### src/rtl/clkreg_pkg.sv
package clkreg_pkg;
    localparam int REG_AW = 6;
    localparam logic [6:0] DEV_ID = 7'b1101111;
    localparam logic [REG_AW-1:0] CTRL_ADR = 6'h10;
    localparam logic [REG_AW-1:0] TIME_ADR = 6'h30;
    localparam logic [REG_AW-1:0] STAT_ADR = 6'h3F;

    typedef enum logic [2:0] {
        PH_IDLE, PH_SEL, PH_AHI, PH_ALO, PH_WDAT, PH_READ, PH_SKIP
    } phase_e;

    typedef enum logic [1:0] {
        SEC_NONE, SEC_CTRL, SEC_TIME, SEC_STAT
    } sect_e;
endpackage

### src/rtl/clkreg_addr_map.sv
module clkreg_addr_map
    import clkreg_pkg::*;
#(
    parameter int TIME_N = 8,
    localparam int IW = $clog2(TIME_N)
) (
    input  logic [REG_AW-1:0] ptr_i,
    output sect_e             sect_o,
    output logic [IW-1:0]     tidx_o,
    output logic [REG_AW-1:0] nxt_o
);
    logic [REG_AW-1:0] off;

    always_comb begin
        off    = ptr_i - TIME_ADR;
        tidx_o = off[IW-1:0];
        sect_o = SEC_NONE;
        nxt_o  = ptr_i + REG_AW'(1);
        if (ptr_i == CTRL_ADR) begin
            sect_o = SEC_CTRL;
            nxt_o  = CTRL_ADR;
        end else if (ptr_i >= TIME_ADR && int'(off) < TIME_N) begin
            sect_o = SEC_TIME;
            if (int'(off) == TIME_N - 1) nxt_o = TIME_ADR;
        end else if (ptr_i == STAT_ADR) begin
            sect_o = SEC_STAT;
            nxt_o  = STAT_ADR;
        end
    end
endmodule

### src/rtl/clkreg_nv_timer.sv
module clkreg_nv_timer #(
    parameter int CYCLES = 200,
    localparam int CW = $clog2(CYCLES + 1)
) (
    input  logic clk,
    input  logic rst_n,
    input  logic kick_i,
    output logic busy_o,
    output logic done_o
);
    typedef struct packed {
        logic          busy;
        logic [CW-1:0] cnt;
    } tmr_t;

    tmr_t tmr_d, tmr_q;

    always_comb begin
        tmr_d = tmr_q;
        if (tmr_q.busy) begin
            if (tmr_q.cnt == '0) tmr_d.busy = 1'b0;
            else tmr_d.cnt = tmr_q.cnt - CW'(1);
        end
        if (kick_i) begin
            tmr_d.busy = 1'b1;
            tmr_d.cnt  = CW'(CYCLES - 1);
        end
    end

    always_ff @(posedge clk or negedge rst_n) begin
        if (!rst_n) tmr_q <= '0;
        else tmr_q <= tmr_d;
    end

    assign busy_o = tmr_q.busy;
    assign done_o = tmr_q.busy && (tmr_q.cnt == '0);

    AST_NV_KICK_WHEN_IDLE: assert property (@(posedge clk) disable iff (!rst_n)
        kick_i |-> !busy_o);
endmodule

### src/rtl/clkreg_wen_latch.sv
module clkreg_wen_latch (
    input  logic       clk,
    input  logic       rst_n,
    input  logic       wr_i,
    input  logic [7:0] val_i,
    input  logic       clr_i,
    output logic       wel_o,
    output logic       rwel_o
);
    typedef struct packed {
        logic wel;
        logic rwel;
    } lat_t;

    lat_t lat_d, lat_q;

    always_comb begin
        lat_d = lat_q;
        if (clr_i) lat_d.rwel = 1'b0;
        if (wr_i) begin
            case (val_i)
                8'h02: begin
                    lat_d.wel  = 1'b1;
                    lat_d.rwel = 1'b0;
                end
                8'h06: begin
                    if (lat_q.wel) begin
                        lat_d.wel  = 1'b1;
                        lat_d.rwel = 1'b1;
                    end
                end
                8'h00: begin
                    lat_d.wel  = 1'b0;
                    lat_d.rwel = 1'b0;
                end
                default: ;
            endcase
        end
    end

    always_ff @(posedge clk or negedge rst_n) begin
        if (!rst_n) lat_q <= '0;
        else lat_q <= lat_d;
    end

    assign wel_o  = lat_q.wel;
    assign rwel_o = lat_q.rwel;

    AST_RWEL_NEEDS_WEL: assert property (@(posedge clk) disable iff (!rst_n)
        rwel_o |-> wel_o);
    AST_RWEL_RISE_SEQ: assert property (@(posedge clk) disable iff (!rst_n)
        $rose(rwel_o) |-> ($past(wr_i) && $past(val_i) == 8'h06 && $past(wel_o)));
endmodule

### src/rtl/clkreg_front.sv
module clkreg_front
    import clkreg_pkg::*;
#(
    parameter int TIME_N = 8,
    parameter int NV_CYCLES = 200,
    localparam int TW = 8 * TIME_N,
    localparam int IW = $clog2(TIME_N)
) (
    input  logic          clk,
    input  logic          rst_n,
    input  logic          start_i,
    input  logic          stop_i,
    input  logic          byte_vld_i,
    input  logic [7:0]    byte_i,
    input  logic          rd_next_i,
    input  logic [TW-1:0] time_i,
    input  logic          batt_i,
    input  logic          fail_i,
    output logic          ack_vld_o,
    output logic          ack_o,
    output logic          rd_act_o,
    output logic [7:0]    rd_data_o,
    output logic          time_load_o,
    output logic [TW-1:0] time_val_o,
    output logic [7:0]    ctrl_o,
    output logic          nv_busy_o
);
    localparam logic [REG_AW-1:0] TIME_LAST = TIME_ADR + REG_AW'(TIME_N - 1);

    typedef struct packed {
        phase_e            ph;
        logic [REG_AW-1:0] ptr;
        logic [7:0]        ahi;
        logic [TW-1:0]     hold;
        logic [TW-1:0]     stage;
        logic [7:0]        cstage;
        logic              tdirty;
        logic              cdirty;
        logic              sdirty;
        logic [7:0]        sval;
        logic              ack_vld;
        logic              ack;
        logic [7:0]        ctrl;
        logic              tload;
    } st_t;

    st_t st_d, st_q;

    sect_e             sect;
    logic [IW-1:0]     tidx;
    logic [REG_AW-1:0] nxt;
    logic              wel, rwel, nv_busy, nv_done, stat_wr, nv_kick;
    logic [7:0]        rd_mux;

    clkreg_addr_map #(.TIME_N(TIME_N)) map_i (
        .ptr_i (st_q.ptr),
        .sect_o(sect),
        .tidx_o(tidx),
        .nxt_o (nxt)
    );

    clkreg_nv_timer #(.CYCLES(NV_CYCLES)) nvt_i (
        .clk   (clk),
        .rst_n (rst_n),
        .kick_i(nv_kick),
        .busy_o(nv_busy),
        .done_o(nv_done)
    );

    clkreg_wen_latch wen_i (
        .clk   (clk),
        .rst_n (rst_n),
        .wr_i  (stat_wr),
        .val_i (st_q.sval),
        .clr_i (nv_done),
        .wel_o (wel),
        .rwel_o(rwel)
    );

    always_comb begin
        st_d         = st_q;
        st_d.ack_vld = 1'b0;
        st_d.ack     = 1'b0;
        st_d.tload   = 1'b0;
        stat_wr      = 1'b0;
        nv_kick      = 1'b0;
        if (start_i) begin
            st_d.ph = PH_SEL;
        end else if (stop_i) begin
            if (st_q.ph == PH_WDAT) begin
                stat_wr = st_q.sdirty;
                if (rwel && (st_q.tdirty || st_q.cdirty)) begin
                    nv_kick    = 1'b1;
                    st_d.tload = st_q.tdirty;
                    if (st_q.cdirty) st_d.ctrl = st_q.cstage;
                end
            end
            st_d.ph = PH_IDLE;
        end else if (byte_vld_i) begin
            case (st_q.ph)
                PH_SEL: begin
                    st_d.ack_vld = 1'b1;
                    if (byte_i[7:1] == DEV_ID && (byte_i[0] || !nv_busy)) begin
                        st_d.ack = 1'b1;
                        if (byte_i[0]) begin
                            st_d.ph   = PH_READ;
                            st_d.hold = time_i;
                        end else begin
                            st_d.ph = PH_AHI;
                        end
                    end else begin
                        st_d.ph = PH_SKIP;
                    end
                end
                PH_AHI: begin
                    st_d.ack_vld = 1'b1;
                    st_d.ack     = 1'b1;
                    st_d.ahi     = byte_i;
                    st_d.ph      = PH_ALO;
                end
                PH_ALO: begin
                    st_d.ack_vld = 1'b1;
                    if (st_q.ahi == 8'h00 && byte_i[7:REG_AW] == '0) begin
                        st_d.ack    = 1'b1;
                        st_d.ptr    = byte_i[REG_AW-1:0];
                        st_d.stage  = time_i;
                        st_d.cstage = st_q.ctrl;
                        st_d.tdirty = 1'b0;
                        st_d.cdirty = 1'b0;
                        st_d.sdirty = 1'b0;
                        st_d.ph     = PH_WDAT;
                    end else begin
                        st_d.ph = PH_SKIP;
                    end
                end
                PH_WDAT: begin
                    st_d.ack_vld = 1'b1;
                    case (sect)
                        SEC_STAT: begin
                            if (!st_q.sdirty) begin
                                st_d.ack    = 1'b1;
                                st_d.sval   = byte_i;
                                st_d.sdirty = 1'b1;
                                st_d.ptr    = nxt;
                            end else begin
                                st_d.ph = PH_SKIP;
                            end
                        end
                        SEC_CTRL: begin
                            if (wel) begin
                                st_d.ack    = 1'b1;
                                st_d.cstage = byte_i;
                                st_d.cdirty = 1'b1;
                                st_d.ptr    = nxt;
                            end else begin
                                st_d.ph = PH_SKIP;
                            end
                        end
                        SEC_TIME: begin
                            if (wel) begin
                                st_d.ack                       = 1'b1;
                                st_d.stage[8*int'(tidx) +: 8] = byte_i;
                                st_d.tdirty                    = 1'b1;
                                st_d.ptr                       = nxt;
                            end else begin
                                st_d.ph = PH_SKIP;
                            end
                        end
                        default: begin
                            st_d.ack = 1'b1;
                            st_d.ptr = nxt;
                        end
                    endcase
                end
                default: ;
            endcase
        end else if (rd_next_i && st_q.ph == PH_READ) begin
            st_d.ptr = nxt;
            if (sect == SEC_STAT) st_d.ph = PH_SKIP;
        end
    end

    always_ff @(posedge clk or negedge rst_n) begin
        if (!rst_n) st_q <= '0;
        else st_q <= st_d;
    end

    always_comb begin
        case (sect)
            SEC_CTRL: rd_mux = st_q.ctrl;
            SEC_TIME: rd_mux = st_q.hold[8*int'(tidx) +: 8];
            SEC_STAT: rd_mux = {batt_i, 4'b0000, rwel, wel, fail_i};
            default:  rd_mux = 8'h00;
        endcase
    end

    assign rd_act_o    = (st_q.ph == PH_READ);
    assign rd_data_o   = rd_act_o ? rd_mux : 8'h00;
    assign ack_vld_o   = st_q.ack_vld;
    assign ack_o       = st_q.ack;
    assign time_load_o = st_q.tload;
    assign time_val_o  = st_q.stage;
    assign ctrl_o      = st_q.ctrl;
    assign nv_busy_o   = nv_busy;

    AST_ACK_AFTER_BYTE: assert property (@(posedge clk) disable iff (!rst_n)
        ack_vld_o |-> $past(byte_vld_i));
    AST_LOAD_ON_STOP: assert property (@(posedge clk) disable iff (!rst_n)
        time_load_o |-> ($past(stop_i) && $past(rwel)));
    AST_SNAPSHOT_HELD: assert property (@(posedge clk) disable iff (!rst_n)
        (st_q.ph == PH_READ && $past(st_q.ph) == PH_READ) |-> $stable(st_q.hold));
    AST_TIME_WRAP: assert property (@(posedge clk) disable iff (!rst_n)
        (st_q.ph == PH_READ && rd_next_i && !start_i && !stop_i && st_q.ptr == TIME_LAST)
        |=> st_q.ptr == TIME_ADR);
endmodule

### config.mk
export PLATFORM = sky130hd
export DESIGN_NAME = clkreg_front
export DESIGN_NICKNAME = d
export VERILOG_FILES = /design/src/rtl/clkreg_pkg.sv /design/src/rtl/clkreg_addr_map.sv /design/src/rtl/clkreg_nv_timer.sv /design/src/rtl/clkreg_wen_latch.sv /design/src/rtl/clkreg_front.sv
export SDC_FILE = /design/constraint.sdc
export NUM_CORES = 1
export LEC_CHECK = 0
export BUFFER_PORTS_ARGS = -buffer_cell sky130_fd_sc_hd__buf_2
export CORE_MARGIN = 2
export CORE_UTILIZATION = 34
export CTS_BUF_LIST = sky130_fd_sc_hd__clkbuf_8
export CTS_CLUSTER_DIAMETER = 50
export CTS_CLUSTER_SIZE = 16
export DETAILED_ROUTE_END_ITERATION = 12
export PLACE_DENSITY_LB_ADDON = 0.08
export SYNTH_ARGS = -nofsm -noshare
export SYNTH_HDL_FRONTEND = slang
export SYNTH_SLANG_ARGS = --single-unit
export TNS_END_PERCENT = 1
### constraint.sdc
create_clock -name clk -period 2.9 [get_ports clk]
set_input_delay 0.435 -clock clk [delete_from_list [all_inputs] [get_ports clk]]
set_output_delay 0.435 -clock clk [all_outputs]
set_load 0.005 [all_outputs]
# Word level (Yosys, flattened, before mapping)
# Cells that the tools add are included.
# W data, S select, Z words.
classes:
  n_addsub: 4
  magnitude_cmp: 2
  n_eq_ne: 28
  shift: 3
  mux: 66
  bitwise_logic: 3
  reduce_logical: 31
op_table:
  columns: ["op", "n"]
  rows:
  - ["$pmux W75 S2", 1]
  - ["$mux W64", 2]
  - ["$mux W75", 1]
  - ["$mux W9", 8]
  - ["$bwmux W64", 1]
  - ["$shift A8 B33 Y64 const A", 1]
  - ["$shiftx A64 B7 Y8", 1]
  - ["$shiftx A8 B33 Y64", 1]
  - ["$mux W8", 6]
  - ["$mux W6", 7]
  - ["$neg A6 Y33", 1]
  - ["$logic_not A8 Y1", 3]
  - ["$pmux W6 S2", 2]
  - ["$pmux W8 S3", 1]
  - ["$reduce_and A6 Y1", 4]
  - ["$mux W3", 7]
  - ["$reduce_and A7 Y1", 3]
  - ["$mux W1", 17]
  - ["$mux W2", 7]
  - ["$ne A6 B6 Y1 const B", 2]
  - ["$pmux W3 S4", 1]
  - ["$mux W11", 1]
  - ["$eq A8 B2 Y1 const B", 1]
  - ["$eq A8 B3 Y1 const B", 1]
  - ["38 further kinds", 57]
totals:
  ff_bits: 186
  in_bits: 80

# Logic depth before layout (Yosys ltp)
logic_depth:
  depth_word: 12
  depth_mapped: 14

# By module
# From an unflattened synthesis, not the netlist that was laid out.
hier_totals:
  cells_unflattened: 874
  area_unflattened_um2: 9988.3
modules_own_cells:
  columns: ["mod", "n_inst", "cells_per_inst", "area_per_inst_um2"]
  rows:
  - ["clkreg_front", 1, 780, 9132.5]
  - ["clkreg_nv_timer", 1, 49, 500.5]
  - ["clkreg_addr_map", 1, 35, 242.7]
  - ["clkreg_wen_latch", 1, 10, 112.6]

# Worst setup path before layout
# No wires, ideal clock.
synth_path:
  path_kind: "register to register"
  startpoint: "register st_q[167] (netlist bit)"
  endpoint: "register st_q[173] (netlist bit)"
  setup_ps: 120
  arrival_ps: 2945
  setup_slack_ps: -165
  stages_incl_launch_ff: 14
  period_less_slack_ps: 3065
  path_cell_list: "dfrtp_1 clkbuf_1 buf_2 inv_1 ha_1 and2_1 buf_2 nor2_1 ha_1 a211oi_1 a211oi_1 a211oi_1 nor2_1 a31o_2"
synth_via:
  elab_chain_len: 12
  word_cells_on_any_way: 23
synth_rtl:
  columns: ["item", "line", "text"]
  rows:
  - ["start, declared", "clkreg_front.sv:47", "st_t st_d, st_q;"]
  - ["start signal, assigned", "clkreg_front.sv:185", "else st_q <= st_d;"]
  - ["$sub A6 B6 Y6", "clkreg_addr_map.sv:15", "off = ptr_i - TIME_ADR;"]
  - ["$lt A6 B4 Y1", "clkreg_addr_map.sv:22", "end else if (ptr_i >= TIME_ADR && int'(off) < TIME_N) begin"]
  - ["$logic_and A1 B1 Y1", "clkreg_addr_map.sv:22", null]
  - ["$mux W2", "clkreg_addr_map.sv:22", null]
  - ["$mux W2 *", "clkreg_addr_map.sv:19", "if (ptr_i == CTRL_ADR) begin"]
  - ["$eq A2 B2 Y1 / $eq A2 B1 Y1 (equally long branches)", "clkreg_front.sv:138", "case (sect)"]
  - ["$reduce_or A2 Y1 (no line)", null, null]
  - ["$pmux W3 S2", "clkreg_front.sv:138", null]
  - ["$pmux W3 S4", "clkreg_front.sv:100", "case (st_q.ph)"]
  - ["$mux W9", "clkreg_front.sv:99", "end else if (byte_vld_i) begin"]
  - ["$mux W3", "clkreg_front.sv:89", "end else if (stop_i) begin"]
  - ["$mux W3", "clkreg_front.sv:87", "if (start_i) begin"]
# Every way passes the cells marked *; elsewhere a longest branch is shown, timed or not.
# A chain may end at the register's enable or synchronous reset.

# Worst setup path in the final report
layout_path:
  startpoint: "register st_q[166] (netlist bit)"
  endpoint: "output port rd_data_o[1]"
layout_via:
  elab_chain_len: 8
  word_cells_on_any_way: 15
layout_rtl:
  columns: ["item", "line", "text"]
  rows:
  - ["$sub A6 B6 Y6", "clkreg_addr_map.sv:15", null]
  - ["$lt A6 B4 Y1", "clkreg_addr_map.sv:22", null]
  - ["$logic_and A1 B1 Y1", "clkreg_addr_map.sv:22", null]
  - ["$mux W2", "clkreg_addr_map.sv:22", null]
  - ["$mux W2", "clkreg_addr_map.sv:19", null]
  - ["$eq A2 B2 Y1 / $eq A2 B1 Y1 (equally long branches)", "clkreg_front.sv:189", "case (sect)"]
  - ["$pmux W8 S3 *", "clkreg_front.sv:189", null]
  - ["$mux W8 *", "clkreg_front.sv:198", "assign rd_data_o = rd_act_o ? rd_mux : 8'h00;"]
  - ["end, declared", "clkreg_front.sv:22", "output logic [7:0] rd_data_o,"]
# Marked as above.

==> run summary <==
TritonCTS built the clock tree. Data arrives at the worst endpoint at 2.42 ns. Once detail routing completed, the nets flagged for antenna violations numbered 0.

The kind of critical path is reg2out. The post-route clock period utilization works out to 0.986. The clock passes through at most 2 buffers. The clock-pin slew on the worst setup and hold paths was 0.12 ns; the diode insertion count for antenna repair was 0. Setup repair after global routing could not meet its margin everywhere. Total clock sinks: 186. The run finished with clean final reports. The H-tree was split into 4 levels. The tools report the total count of max-transition violations in the final report as 0.

The detailed router placed 7277 vias in this run. The logs give 0.472 for the sequential cell area fraction in the yosys report and 17 for the total clock buffers created by CTS. After synthesis, the cell types taking the most area are dfrtp_1 (47%), mux2_2 (10%), buf_4 (5.8%), nor2_1 (4.2%), a21oi_1 (3.7%). CTS placed an instance of clkbuf_8 at the clock tree root. The congestion estimate from routability-driven global placement came to 0.850. The effective utilization at floorplan is 0.345.

After synthesis the cells add up to 9860 µm². The area fraction of the dominant cell type after synthesis works out to 0.472. The worst slew margin relative to its limit is 0.386. The setup check on the worst reg-to-reg path leaves a slack of 0.34 ns. The run gives 0 as the number of warnings printed during yosys synthesis. Including well taps, the total number of placed cells is 1379. The number of cells on the worst reg-to-reg path is 10. The die covers 30400 µm².

The count of maximum capacitance violations came out at 0. Using the TritonRoute via totals, the vias-per-cell ratio works out to 5.13. The wire length of the first global-routing pass was 45700 µm; the post-synth net total was 994. The launching element type of the critical path was a flip-flop. For the number of antenna violations at the first check in global routing, the log shows 0.

Of all nets on the critical path, the largest fanout is 5. The logs give 21900 µm for the total half-perimeter wirelength after legalization and detailed placement and 28600 µm² for the area of the core region. The fraction of registers with async set or reset after synthesis is 1.00.

The total overflow left after global routing is 0. The type of the worst min-delay path is in2reg. The total iterations of the first detailed-routing run was 5; the synthesis-to-finish area growth was 13.7%. The net count reported at finish was 1106; the minimum setup slack in the final design was 0.0416 ns. Source of the critical timing path: st_q[166].

The cell count after synthesis came out at 909. The tools report the critical register-to-register path startpoint as st_q[168]. Measured along the y axis, the die boundary spans 174 µm. The leading cell type by number of instances after synthesis is dfrtp_1. The pin count of the biggest net entering global routing was 70; the number of flops mapped to enable cells by yosys was 0. In this run the horizontal extent of the chip is 174 µm. The run gives 62 as the row count.

After detailed routing, the number of remaining DRC violations is 0. Final non-filler cell total: 1418. STA classifies the critical path endpoint as an output pin.

The top flip-flop cell by instance count after synthesis was dfrtp_1. At the pin with the least slew margin, the transition time is 0.921 ns. The tools report the setup clock skew after layout as 0.0221 ns. The count of buffers added on input and output ports is 164. In the synthesized netlist, the cells that appear most often are dfrtp_1 (186), nor2_1 (111), mux2_2 (90), buf_4 (76), a21oi_1 (72). Synthesis instantiated 71 different standard cells from the library. The detailed router finished its first iteration with 598 violations. Termination of the worst setup path: rd_data_o[1]. STA puts the critical path data required time at 2.47 ns. After detailed routing, the average wire length per cell comes to 21.3 µm.

Setup violations remaining at the end of the flow were counted as 0. The final hold slack was 0.193 ns; the shortest period the worst path allows was 2.86 ns. For the via count of the first global-routing pass, the log shows 7350. The fraction of layout instances using a drive strength above 1 works out to 0.384. The final number of hold-violating endpoints was 0.

The post-synthesis average cell area was 10.9 µm²; the placement-stage worst setup slack was 0.292 ns. The run gives 0.48 ns as the clock latency at the later pin of the worst-skew pair. The cell taking the most area after synthesis was dfrtp_1. Worst reg2reg path endpoint: st_q[172].

Timing would allow up to 0.350 GHz. The synthesized design contains 186 register bits. The longest individual stage delay on the worst path came out at 0.57 ns. Traced cell by cell, the critical path runs through buf_12 > mux4_2 > nand2_2 > nand2_1 > a222oi_1 > nor2_1 > buf_2. The total routing usage reported by global routing is 0.200, and the number of primary I/O pins is 165.

The slowest stage of the critical path belongs to the cell mux4_2. Dividing total power by cell area gives a power density of 532 nW/µm². The worst-case vdd ir drop was 0.297 mV; the sum of routed wire length over all layers was 30200 µm.

In this run the static leakage power is 5.41 nW.
## cells by family (layout without fill, tap and decap cells)
kind of cell | count (synthesis) | after routing | share of synthesized area
xor gates and xnor gates | 8 | 8 | 0.00710
DFF | 186 | 186 | 0.472
and+or+nand+nor | 257 | 257 | 0.128
muxes | 113 | 113 | 0.146
AOI/OAI and AO/OA | 201 | 201 | 0.151
buffers and inverters | 139 | 264 | 0.0898
adders and majority gates | 5 | 5 | 0.00634
## repair_timing
| action | CTS | global route |
|---|---|---|
| resized for setup | 1 | 15 |
| setup buffers | 0 | 5 |
| hold buffers | 1 | 0 |
| gates cloned | 0 | 1 |
| endpoints found under the hold margin | 22 | 0 |
| pin swaps | 1 | 3 |
| endpoints found under the setup margin | 3 | 8 |
## through the flow
step           power (W)  TNS, ns   util  cell area [µm²]
3_3_place_gp     0.00423        0  0.374            10700
6_report         0.00596        0  0.392            11200
5_1_grt          0.00629  -0.0768  0.392            11200
4_1_cts          0.00594  -0.0246  0.388            11100
2_1_floorplan    0.00379        0      -             9870
3_5_place_dp     0.00423        0  0.374            10700
## metal layers
layer,GRT usage,share of wire
met5,0,0
met4,0.0448,0.013
met3,0.0374,0.045
met2,0.308,0.46
met1,0.291,0.49
## cell type report
type / count / area [µm²]
Sequential cell: 186 / 4660
Multi-Input combinational cell: 584 / 4370
Inverter: 18 / 67.6
Fill cell: 2879 / 17400
Timing Repair Buffer: 214 / 1270
Clock buffer: 17 / 234
Clock inverter: 15 / 135
Tap cell: 384 / 480
## report_power, final
part	switching, W	total (W)	leakage (nW)	internal [W]
clock network	0.00107	0.00170	0.187	0.000626
registers	0.000162	0.00293	2.49	0.00277
logic	0.000771	0.00134	2.73	0.000566
total	0.00201	0.00596	5.41	0.00396
## flip-flops by register name, indices dropped and copies added, names as in the netlist
| register | count |
|---|---|
| ctrl_o | 8 |
| time_val_o | 64 |
| time_load_o | 1 |
| wen_i.wel_o | 1 |
| st_q | 100 |
| nvt_i.busy_o | 1 |
| ack_o | 1 |
| nvt_i.tmr_q | 8 |
| ack_vld_o | 1 |
| wen_i.rwel_o | 1 |
## cells in the final DEF (no fill, tap or decap), types with 5 or more instances in the layout
master	netlist	final
mux2_2	90	90
a21oi_2	10	10
dfrtp_1	186	185
nand2_1	61	57
nor3_1	9	9
inv_1	17	18
nor2b_1	10	10
nor2_1	111	110
o2bb2ai_1	8	8
mux2i_1	7	7
mux4_2	16	16
nand3_1	15	15
buf_4	76	44
o21ai_0	12	12
o32ai_4	5	5
o21a_1	6	6
a21oi_1	72	72
a21o_1	8	8
a22oi_1	36	36
nand2b_1	14	13
buf_2	20	163
clkbuf_8	0	18
a2bb2oi_1	8	8
## how the worst min path moves through the flow
stage	start	to	slack (ns)	cells after the start
after floorplan	rst_n	ack_o	0.14	0
after global placement	rst_n	nvt_i.tmr_q[0]	0.33	1
after detailed placement	rst_n	nvt_i.tmr_q[2]	0.33	1
after CTS	time_i[49]	st_q[143]	0.16	2
after global routing	time_i[55]	st_q[149]	0.17	2
final	time_i[49]	st_q[143]	0.19	2
## critical path, delay by kind of cell, from the launching register on
family | cells | cell delay (ns)
AO/OA/AOI/OAI | 1 | 0.40
multiplexers | 1 | 0.57
buffers and inverters | 2 | 0.29
flip-flops | 1 | 0.46
AND/OR/NAND/NOR | 3 | 0.25
Note: power is estimated with default switching activity, not from simulation.
